<file path="config.mk">
export PLATFORM = sky130hd
export DESIGN_NAME = hdrive_softstart
export DESIGN_NICKNAME = d
export VERILOG_FILES = /design/src/rtl/hds_pkg.sv /design/src/rtl/hds_stby_handshake.sv /design/src/rtl/hds_ramp_fsm.sv /design/src/rtl/hds_pulse_gen.sv /design/src/rtl/hds_flyback_mon.sv /design/src/rtl/hdrive_softstart.sv
export SDC_FILE = /design/constraint.sdc
export NUM_CORES = 1
export LEC_CHECK = 0
export CAP_MARGIN = 5
export CELL_PAD_IN_SITES_DETAIL_PLACEMENT = 1
export CELL_PAD_IN_SITES_GLOBAL_PLACEMENT = 1
export CORE_MARGIN = 8
export CORE_UTILIZATION = 48
export CTS_CLUSTER_SIZE = 24
export DETAILED_ROUTE_END_ITERATION = 7
export GPL_TIMING_DRIVEN = 0
export PLACE_DENSITY_LB_ADDON = 0.1
export SLEW_MARGIN = 15
export SYNTH_ARGS = -nofsm -noshare
export SYNTH_HDL_FRONTEND = slang
export SYNTH_HIERARCHICAL = 1
export SYNTH_SLANG_ARGS = --single-unit
export TNS_END_PERCENT = 100
</file>
<file path="constraint.sdc">
create_clock -name clk -period 6.6 [get_ports clk]
set_clock_uncertainty 0.2 [all_clocks]
set_input_delay 0.99 -clock clk [delete_from_list [all_inputs] [get_ports clk]]
set_output_delay 0.99 -clock clk [all_outputs]
set_load 0.005 [all_outputs]
</file>
<file path="src/rtl/hds_pkg.sv">
// Shared types for the horizontal drive soft-start controller.
// Assumes: one clock domain, all inputs already synchronous.
package hds_pkg;

    // Drive sequencing states
    typedef enum logic [2:0] {
        ST_OFF     = 3'd0,  // standby, on-time is zero
        ST_LP_UP   = 3'd1,  // low-power start, climbing to the reduced on-time
        ST_LP_HOLD = 3'd2,  // low-power start, holding the reduced on-time
        ST_UP      = 3'd3,  // slow start toward nominal
        ST_RUN     = 3'd4,  // nominal on-time
        ST_DOWN    = 3'd5   // slow stop toward zero
    } hds_state_e;

endpackage

</file>
<file path="src/rtl/hds_stby_handshake.sv">
// Standby handshake decoder.
// Toggles the run request only when every control bit flips in the same
// cycle; a partial flip is ignored but still becomes the new reference.
// Assumes: control bits are synchronous and 0 during reset.
module hds_stby_handshake #(
    parameter int SW = 2
) (
    input  logic          clk,
    input  logic          rst_n,
    input  logic [SW-1:0] stby_bits,
    output logic          run_req
);

    localparam logic [SW-1:0] ALL_FLIP = '1;

    logic [SW-1:0] prev_q;
    logic          run_q;
    logic          full_flip;

    // Command is valid only when all bits differ from the previous cycle
    assign full_flip = ((stby_bits ^ prev_q) == ALL_FLIP);

    // Track the previous bits and toggle the run request on a full flip
    always_ff @(posedge clk) begin
        if (!rst_n) begin
            prev_q <= '0;
            run_q  <= 1'b0;
        end else begin
            prev_q <= stby_bits;
            if (full_flip) begin
                run_q <= ~run_q;
            end
        end
    end

    assign run_req = run_q;

    // a single-bit change leaves the run request untouched
    a_r4_partial_ignored: assert property (@(posedge clk) disable iff (!rst_n)
        ($countones(stby_bits ^ prev_q) == 1) |=> $stable(run_q));

    // a full flip always toggles the run request
    a_r3_full_toggles: assert property (@(posedge clk) disable iff (!rst_n)
        ($countones(stby_bits ^ prev_q) == SW) |=> (run_q != $past(run_q)));

endmodule

</file>
<file path="src/rtl/hds_ramp_fsm.sv">
// On-time sequencer: slow start, slow stop, low-power start and the
// standby-only line-rate mode register.
// Assumes: line_tick is a single-cycle pulse; the on-time is only changed
// at a tick so every line carries one consistent pulse width.
module hds_ramp_fsm
    import hds_pkg::*;
#(
    parameter int ONW    = 8,
    parameter int NOM_ON = 200,
    parameter int LP_ON  = 60,
    parameter int RLW    = 8
) (
    input  logic           clk,
    input  logic           rst_n,
    input  logic           line_tick,
    input  logic           run_req,
    input  logic           lp_start,
    input  logic           supply_ok,
    input  logic [RLW-1:0] ramp_lines,
    input  logic           mode_req,
    output logic [ONW-1:0] on_time,
    output logic           drv_en,
    output logic           mode_o
);

    localparam logic [ONW-1:0] NOM_V = ONW'(NOM_ON);
    localparam logic [ONW-1:0] LP_V  = ONW'(LP_ON);
    localparam logic [RLW:0]   ONE_L = (RLW+1)'(1);

    hds_state_e     st_q, st_d;
    logic [ONW-1:0] on_q;
    logic [RLW-1:0] lcnt_q;
    logic           mode_q;
    logic [RLW:0]   eff_n;
    logic [RLW:0]   lcnt_inc;
    logic           ramping;
    logic           step_due;
    logic           go_run;

    // Lines per step, with zero treated as one
    assign eff_n    = (ramp_lines == '0) ? ONE_L : {1'b0, ramp_lines};
    assign lcnt_inc = {1'b0, lcnt_q} + ONE_L;
    assign ramping  = (st_q == ST_LP_UP) || (st_q == ST_UP) || (st_q == ST_DOWN);
    assign step_due = ramping && line_tick && (lcnt_inc >= eff_n);
    assign go_run   = run_req && supply_ok;

    // Next-state selection for the drive sequence
    always_comb begin
        st_d = st_q;
        case (st_q)
            ST_OFF: begin
                if (go_run)        st_d = ST_UP;
                else if (lp_start) st_d = ST_LP_UP;
            end
            ST_LP_UP: begin
                if (go_run)             st_d = ST_UP;
                else if (!lp_start)     st_d = ST_DOWN;
                else if (on_q == LP_V)  st_d = ST_LP_HOLD;
            end
            ST_LP_HOLD: begin
                if (go_run)         st_d = ST_UP;
                else if (!lp_start) st_d = ST_DOWN;
            end
            ST_UP: begin
                if (!run_req)           st_d = ST_DOWN;
                else if (on_q == NOM_V) st_d = ST_RUN;
            end
            ST_RUN: begin
                if (!run_req) st_d = ST_DOWN;
            end
            ST_DOWN: begin
                if (on_q == '0) st_d = ST_OFF;
            end
            default: st_d = ST_OFF;
        endcase
    end

    // State register
    always_ff @(posedge clk) begin
        if (!rst_n) st_q <= ST_OFF;
        else        st_q <= st_d;
    end

    // Line counter pacing the on-time steps
    always_ff @(posedge clk) begin
        if (!rst_n || !ramping) begin
            lcnt_q <= '0;
        end else if (line_tick) begin
            lcnt_q <= step_due ? '0 : lcnt_q + 1'b1;
        end
    end

    // On-time register: one count per step toward the state's target
    always_ff @(posedge clk) begin
        if (!rst_n) begin
            on_q <= '0;
        end else if (step_due) begin
            case (st_q)
                ST_LP_UP: if (on_q < LP_V)  on_q <= on_q + 1'b1;
                ST_UP:    if (on_q < NOM_V) on_q <= on_q + 1'b1;
                ST_DOWN:  if (on_q != '0)   on_q <= on_q - 1'b1;
                default: ;
            endcase
        end
    end

    // Line-rate mode is taken over only in standby
    always_ff @(posedge clk) begin
        if (!rst_n)              mode_q <= 1'b0;
        else if (st_q == ST_OFF) mode_q <= mode_req;
    end

    assign on_time = on_q;
    assign drv_en  = (st_q != ST_OFF);
    assign mode_o  = mode_q;

    // the on-time never moves by more than one count per cycle
    a_r2_unit_step: assert property (@(posedge clk) disable iff (!rst_n)
        (on_q == $past(on_q)) || (on_q == ONW'($past(on_q) + 1'b1)) ||
        (on_q == ONW'($past(on_q) - 1'b1)));

    // standby is only ever occupied with a zero on-time
    a_r5_standby_zero: assert property (@(posedge clk) disable iff (!rst_n)
        (st_q == ST_OFF) |-> (on_q == '0));

    // the mode is frozen outside standby
    a_r6_mode_locked: assert property (@(posedge clk) disable iff (!rst_n)
        (st_q != ST_OFF) |=> $stable(mode_q));

    // low-power start never exceeds the reduced on-time
    a_r8_lp_ceiling: assert property (@(posedge clk) disable iff (!rst_n)
        ((st_q == ST_LP_UP) || (st_q == ST_LP_HOLD)) |-> (on_q <= LP_V));

    // without a good supply the low-power hold is not left for slow start
    a_r9_needs_supply: assert property (@(posedge clk) disable iff (!rst_n)
        ((st_q == ST_LP_HOLD) && !supply_ok) |=> (st_q != ST_UP));

endmodule

</file>
<file path="src/rtl/hds_pulse_gen.sv">
// Drive pulse former: counts clock cycles since the last line tick and
// keeps the drive high while that count is below the on-time.
// Assumes: the line period stays longer than the largest on-time.
module hds_pulse_gen #(
    parameter int ONW = 8,
    parameter int PW  = 10
) (
    input  logic           clk,
    input  logic           rst_n,
    input  logic           line_tick,
    input  logic           en,
    input  logic [ONW-1:0] on_time,
    output logic           drive_o
);

    localparam logic [PW-1:0] POS_MAX = '1;

    logic [PW-1:0] pos_q;

    // Position within the line, saturating so a lost tick stays low
    always_ff @(posedge clk) begin
        if (!rst_n)                pos_q <= POS_MAX;
        else if (line_tick)        pos_q <= '0;
        else if (pos_q != POS_MAX) pos_q <= pos_q + 1'b1;
    end

    assign drive_o = en && ({{(PW-ONW){1'b0}}, on_time} > pos_q);

    // a pulse can only begin in the cycle after a line tick
    a_r2_rise_after_tick: assert property (@(posedge clk) disable iff (!rst_n)
        $rose(drive_o) |-> $past(line_tick));

endmodule

</file>
<file path="src/rtl/hds_flyback_mon.sv">
// Flyback supervisor: counts line ticks that end without a flyback edge
// and raises a status flag after a programmable run of such lines.
// Assumes: supervision is meaningful only while the drive is enabled.
module hds_flyback_mon #(
    parameter int MISS_LINES = 3
) (
    input  logic clk,
    input  logic rst_n,
    input  logic line_tick,
    input  logic flyback_i,
    input  logic enable,
    output logic nofb_o
);

    localparam int             MW  = $clog2(MISS_LINES + 1);
    localparam logic [MW:0]    LIM = (MW+1)'(MISS_LINES);
    localparam logic [MW-1:0]  SAT = MW'(MISS_LINES);

    logic          fb_prev_q;
    logic          seen_q;
    logic [MW-1:0] miss_q;
    logic          nofb_q;
    logic          fb_edge;
    logic          line_missed;

    assign fb_edge     = flyback_i && !fb_prev_q;
    assign line_missed = line_tick && !seen_q && !fb_edge;

    // Edge detector history
    always_ff @(posedge clk) begin
        if (!rst_n) fb_prev_q <= 1'b0;
        else        fb_prev_q <= flyback_i;
    end

    // Per-line flyback flag, consecutive-miss counter and status flag
    always_ff @(posedge clk) begin
        if (!rst_n || !enable) begin
            seen_q <= 1'b0;
            miss_q <= '0;
            nofb_q <= 1'b0;
        end else begin
            if (line_tick) begin
                seen_q <= 1'b0;
                if (!line_missed)        miss_q <= '0;
                else if (miss_q != SAT)  miss_q <= miss_q + 1'b1;
            end else if (fb_edge) begin
                seen_q <= 1'b1;
            end
            if (fb_edge) begin
                nofb_q <= 1'b0;
            end else if (line_missed && (({1'b0, miss_q} + 1'b1) >= LIM)) begin
                nofb_q <= 1'b1;
            end
        end
    end

    assign nofb_o = nofb_q;

    // a flyback edge clears the flag on the next cycle
    a_r7_clear_on_edge: assert property (@(posedge clk) disable iff (!rst_n)
        fb_edge |=> !nofb_q);

    // the flag can only be raised by a line tick
    a_r7_set_on_tick: assert property (@(posedge clk) disable iff (!rst_n)
        $rose(nofb_q) |-> $past(line_tick));

    // no missing-flyback report while the drive is disabled
    a_r7_quiet_standby: assert property (@(posedge clk) disable iff (!rst_n)
        !enable |=> !nofb_q);

endmodule

</file>
<file path="src/rtl/hdrive_softstart.sv">
// Horizontal drive soft-start controller, top level.
// Connects the standby handshake, the on-time sequencer, the pulse former
// and the flyback supervisor. Assumes synchronous inputs and a line period
// longer than NOM_ON clock cycles.
module hdrive_softstart #(
    parameter int ONW        = 8,
    parameter int NOM_ON     = 200,
    parameter int RLW        = 8,
    parameter int MISS_LINES = 3
) (
    input  logic           clk,
    input  logic           rst_n,
    input  logic           line_tick,
    input  logic           flyback_i,
    input  logic [1:0]     stby_bits,
    input  logic           mode_req,
    input  logic           lp_start,
    input  logic           supply_ok,
    input  logic [RLW-1:0] ramp_lines,
    output logic           drive_o,
    output logic           nofb_o,
    output logic           mode_o
);

    localparam int LP_ON = (NOM_ON * 3) / 10;
    localparam int PW    = ONW + 2;

    logic           run_req;
    logic [ONW-1:0] on_time;
    logic           drv_en;

    hds_stby_handshake #(.SW(2)) u_hs (
        .clk       (clk),
        .rst_n     (rst_n),
        .stby_bits (stby_bits),
        .run_req   (run_req)
    );

    hds_ramp_fsm #(
        .ONW    (ONW),
        .NOM_ON (NOM_ON),
        .LP_ON  (LP_ON),
        .RLW    (RLW)
    ) u_fsm (
        .clk        (clk),
        .rst_n      (rst_n),
        .line_tick  (line_tick),
        .run_req    (run_req),
        .lp_start   (lp_start),
        .supply_ok  (supply_ok),
        .ramp_lines (ramp_lines),
        .mode_req   (mode_req),
        .on_time    (on_time),
        .drv_en     (drv_en),
        .mode_o     (mode_o)
    );

    hds_pulse_gen #(.ONW(ONW), .PW(PW)) u_pulse (
        .clk       (clk),
        .rst_n     (rst_n),
        .line_tick (line_tick),
        .en        (drv_en),
        .on_time   (on_time),
        .drive_o   (drive_o)
    );

    hds_flyback_mon #(.MISS_LINES(MISS_LINES)) u_fbmon (
        .clk       (clk),
        .rst_n     (rst_n),
        .line_tick (line_tick),
        .flyback_i (flyback_i),
        .enable    (drv_en),
        .nofb_o    (nofb_o)
    );

endmodule

</file>
==> qor.txt <==
Yosys top cell area share - 27.6%
Final period util - 56.1%
io pins - 20
vias in the first global route - 2597
Max Root-Sink Buffers - 2
Distinct cells, synth - 68
Finished Cell Area - 3110 um^2
reg2reg path depth - 11
Syn Std Cell Area - 2750 um^2
Post-Synthesis Cells - 324
dominant cell by count in the synthesized netlist - dfxtp_1
final setup vio count - 0
clk slew on worst S/H paths - 70 ps
DRT Wirelength - 7010 um
f_max - 270 MHz
vias after detailed routing - 2550
hold path cells - 1
hold crit path type - register to register
total track usage - 17.4%
biggest area consumer among synthesized cells - dfxtp_1
Detail Route Antenna Nets - 0
pin count of the biggest net entering global routing - 17
Die ar. - 8410 um^2
sequential area share after synthesis - 27.6%
Placeable Area - 5510 um^2
Avg WL per Cell - 16.6 um
Design Power - 641 uW
root buffer cell - clkbuf_8
Final Critical Period - 3710 ps
port bufs - 19
synth warn - 6
Routability Congestion - 0.804
PD cells - 206 nW/um^2
global-route wire length before repair - 12300 um
Cell Area, Placed - 3030 um^2
postcts setup bufs - 0
Post-synth EDFFs - 0
Inserted Clock Buffers - 5
Worst Max-Slew Pin Slew - 693 ps
fill count - 681
Post-DP HPWL - 5520 um
Starting Density - 50.0%
chip width - 91.7 um
TritonCTS sink count - 38
worst-path maximum fanout - 10
Critical Path AT - 2520 ps
initial antenna violation count - 0
height of the die - 91.7 um
Seq cells post-synth - 38
n_diodes - 0
CTS tree - built
Mean Syn Cell Area - 8.49 um^2
Setup Crit Path Kind - register to primary output
LEAKAGE - 1.29 nW
max cap viols - 0
Main synth FF type - dfxtp_1
Clk Latency, worst-skew pair - 290 ps
post-CTS sizing - 0
Post-synth top cells - dfxtp_1, inv_1, ha_1
hold bufs inserted after CTS - 0
endpoints failing hold - 0
post-synthesis async set-or-reset flop share - 0%
CP required - 5410 ps
Row Count - 27
Starting DRT DRC Count - 126
largest cells by area after synthesis - dfxtp_1, ha_1, inv_1
H-Tree Level Count - 2
GRT overflow - 0
Area Overhead vs Synth - 13.1%
Worst VDD drop - 0.000115 V
TNS Setup - 0 ps
RSZ-0062 raised after global routing - false
Slew Limit Headroom - 53.4%
number of nets in the layout - 395
drt first pass iters - 4
status - finished, final reports clean
crit start category - register
layout cells sized above 1 - 10.3%
Setup crit end kind - primary output
syn nets - 369
Slew Viols, Final - 0
DR vias/cell - 6.04
DR DRC count - 0
-- state kept, by name (all words and copies together), names as in the netlist, 2 cells and up --
register / flops
u_fsm/on_time: 8
u_hs/prev_q: 2
u_fsm/st_q: 3
u_fbmon/miss_q: 2
u_pulse/pos_q: 10
u_fsm/lcnt_q: 8
-- critical path: stages, from the launching register on --
cell	delay (ps)
dfxtp_1	390
clkbuf_1	370
nor3_1	220
inv_1	180
nor4b_1	360
o21a_1	200
clkdlybuf4s50_1	500
-- path summary, 6_finish.rpt --
path / endpoint / slack [ps] / start
worst max-delay path: drive_o / 2890 / u_fsm/st_q[1]$_SDFFE_PN0P_
worst min register to register: u_fsm/lcnt_q[7]$_SDFFE_PP0P_ / 280 / u_fsm/lcnt_q[7]$_SDFFE_PP0P_
worst min-delay path: u_fsm/lcnt_q[7]$_SDFFE_PP0P_ / 280 / u_fsm/lcnt_q[7]$_SDFFE_PP0P_
worst max register to register: u_fsm/lcnt_q[0]$_SDFFE_PP0P_ / 3360 / u_fsm/lcnt_q[0]$_SDFFE_PP0P_
-- cells by family after synthesis --
kind of cell	after synthesis	share of synthesized area [%]
muxes	6	2.36
AOI/OAI and AO/OA	94	24.6
DFF	38	27.6
buffers and inverters	40	5.64
and+or+nand+nor	103	22.0
xor gates and xnor gates	15	4.77
adders and majority gates	28	13.0
-- report_power, final --
group / leakage, nW / internal (mW) / switching (mW)
clock network: 0.0438 / 0.0709 / 0.0827
logic: 0.935 / 0.0890 / 0.126
registers: 0.312 / 0.249 / 0.0241
-- cell usage in the layout (no fill, tap or decap), types with 3 or more instances in the layout --
cell             instances
dfxtp_1                 38
inv_1                   32
ha_1                    27
clkdlybuf4s50_1         19
nand3_1                 19
a21oi_1                 17
nand2_1                 16
o21ai_0                 15
nor2_1                  14
nor3_1                  10
xnor2_1                 10
o21ai_1                  8
nand4_1                  7
clkbuf_8                 5
xor2_1                   5
or3_1                    5
a22o_1                   5
mux2i_1                  5
a31oi_1                  4
buf_2                    4
clkbuf_1                 4
and3_1                   4
nand2b_1                 4
o2111ai_1                4
nand3b_1                 4
o211ai_1                 4
o21a_1                   4
a21o_1                   3
-- per-stage QoR --
step / hold slack [ps] / util, % / worst slack (ps) / std cells
3_5_place_dp: 266 / 55.1 / 2940 / 415
6_report: 280 / 56.5 / 2890 / 422
4_1_cts: 285 / 56.5 / 2860 / 422
5_1_grt: 289 / 56.5 / 2760 / 422
2_1_floorplan: 242 / - / 3660 / 324
3_3_place_gp: 262 / 55.1 / 2940 / 415
-- metal layers --
layer | up-vias | global-route usage (%) | wire, um
met5 | - | 0 | 0
met4 | 0 | 4.83 | 76
met3 | 8 | 3.34 | 207
met2 | 31 | 29.9 | 3380
met1 | 1249 | 21.6 | 3350
li1 | 1262 | - | -
-- layout make-up --
| class | instances | area, um^2 | area share, % |
|---|---|---|---|
| inverter | 32 | 120 | 3.86 |
| multi-input combinational | 246 | 1840 | 59.0 |
| clock buffer | 5 | 68.8 | 2.21 |
| clock inverter | 2 | 10.0 | 0.322 |
| timing repair buffer | 19 | 190 | 6.11 |
| tap | 72 | 90.1 | 2.90 |
| buffer | 8 | 35.0 | 1.13 |
| sequential | 38 | 761 | 24.5 |
Power figures use the tool's default switching activity.
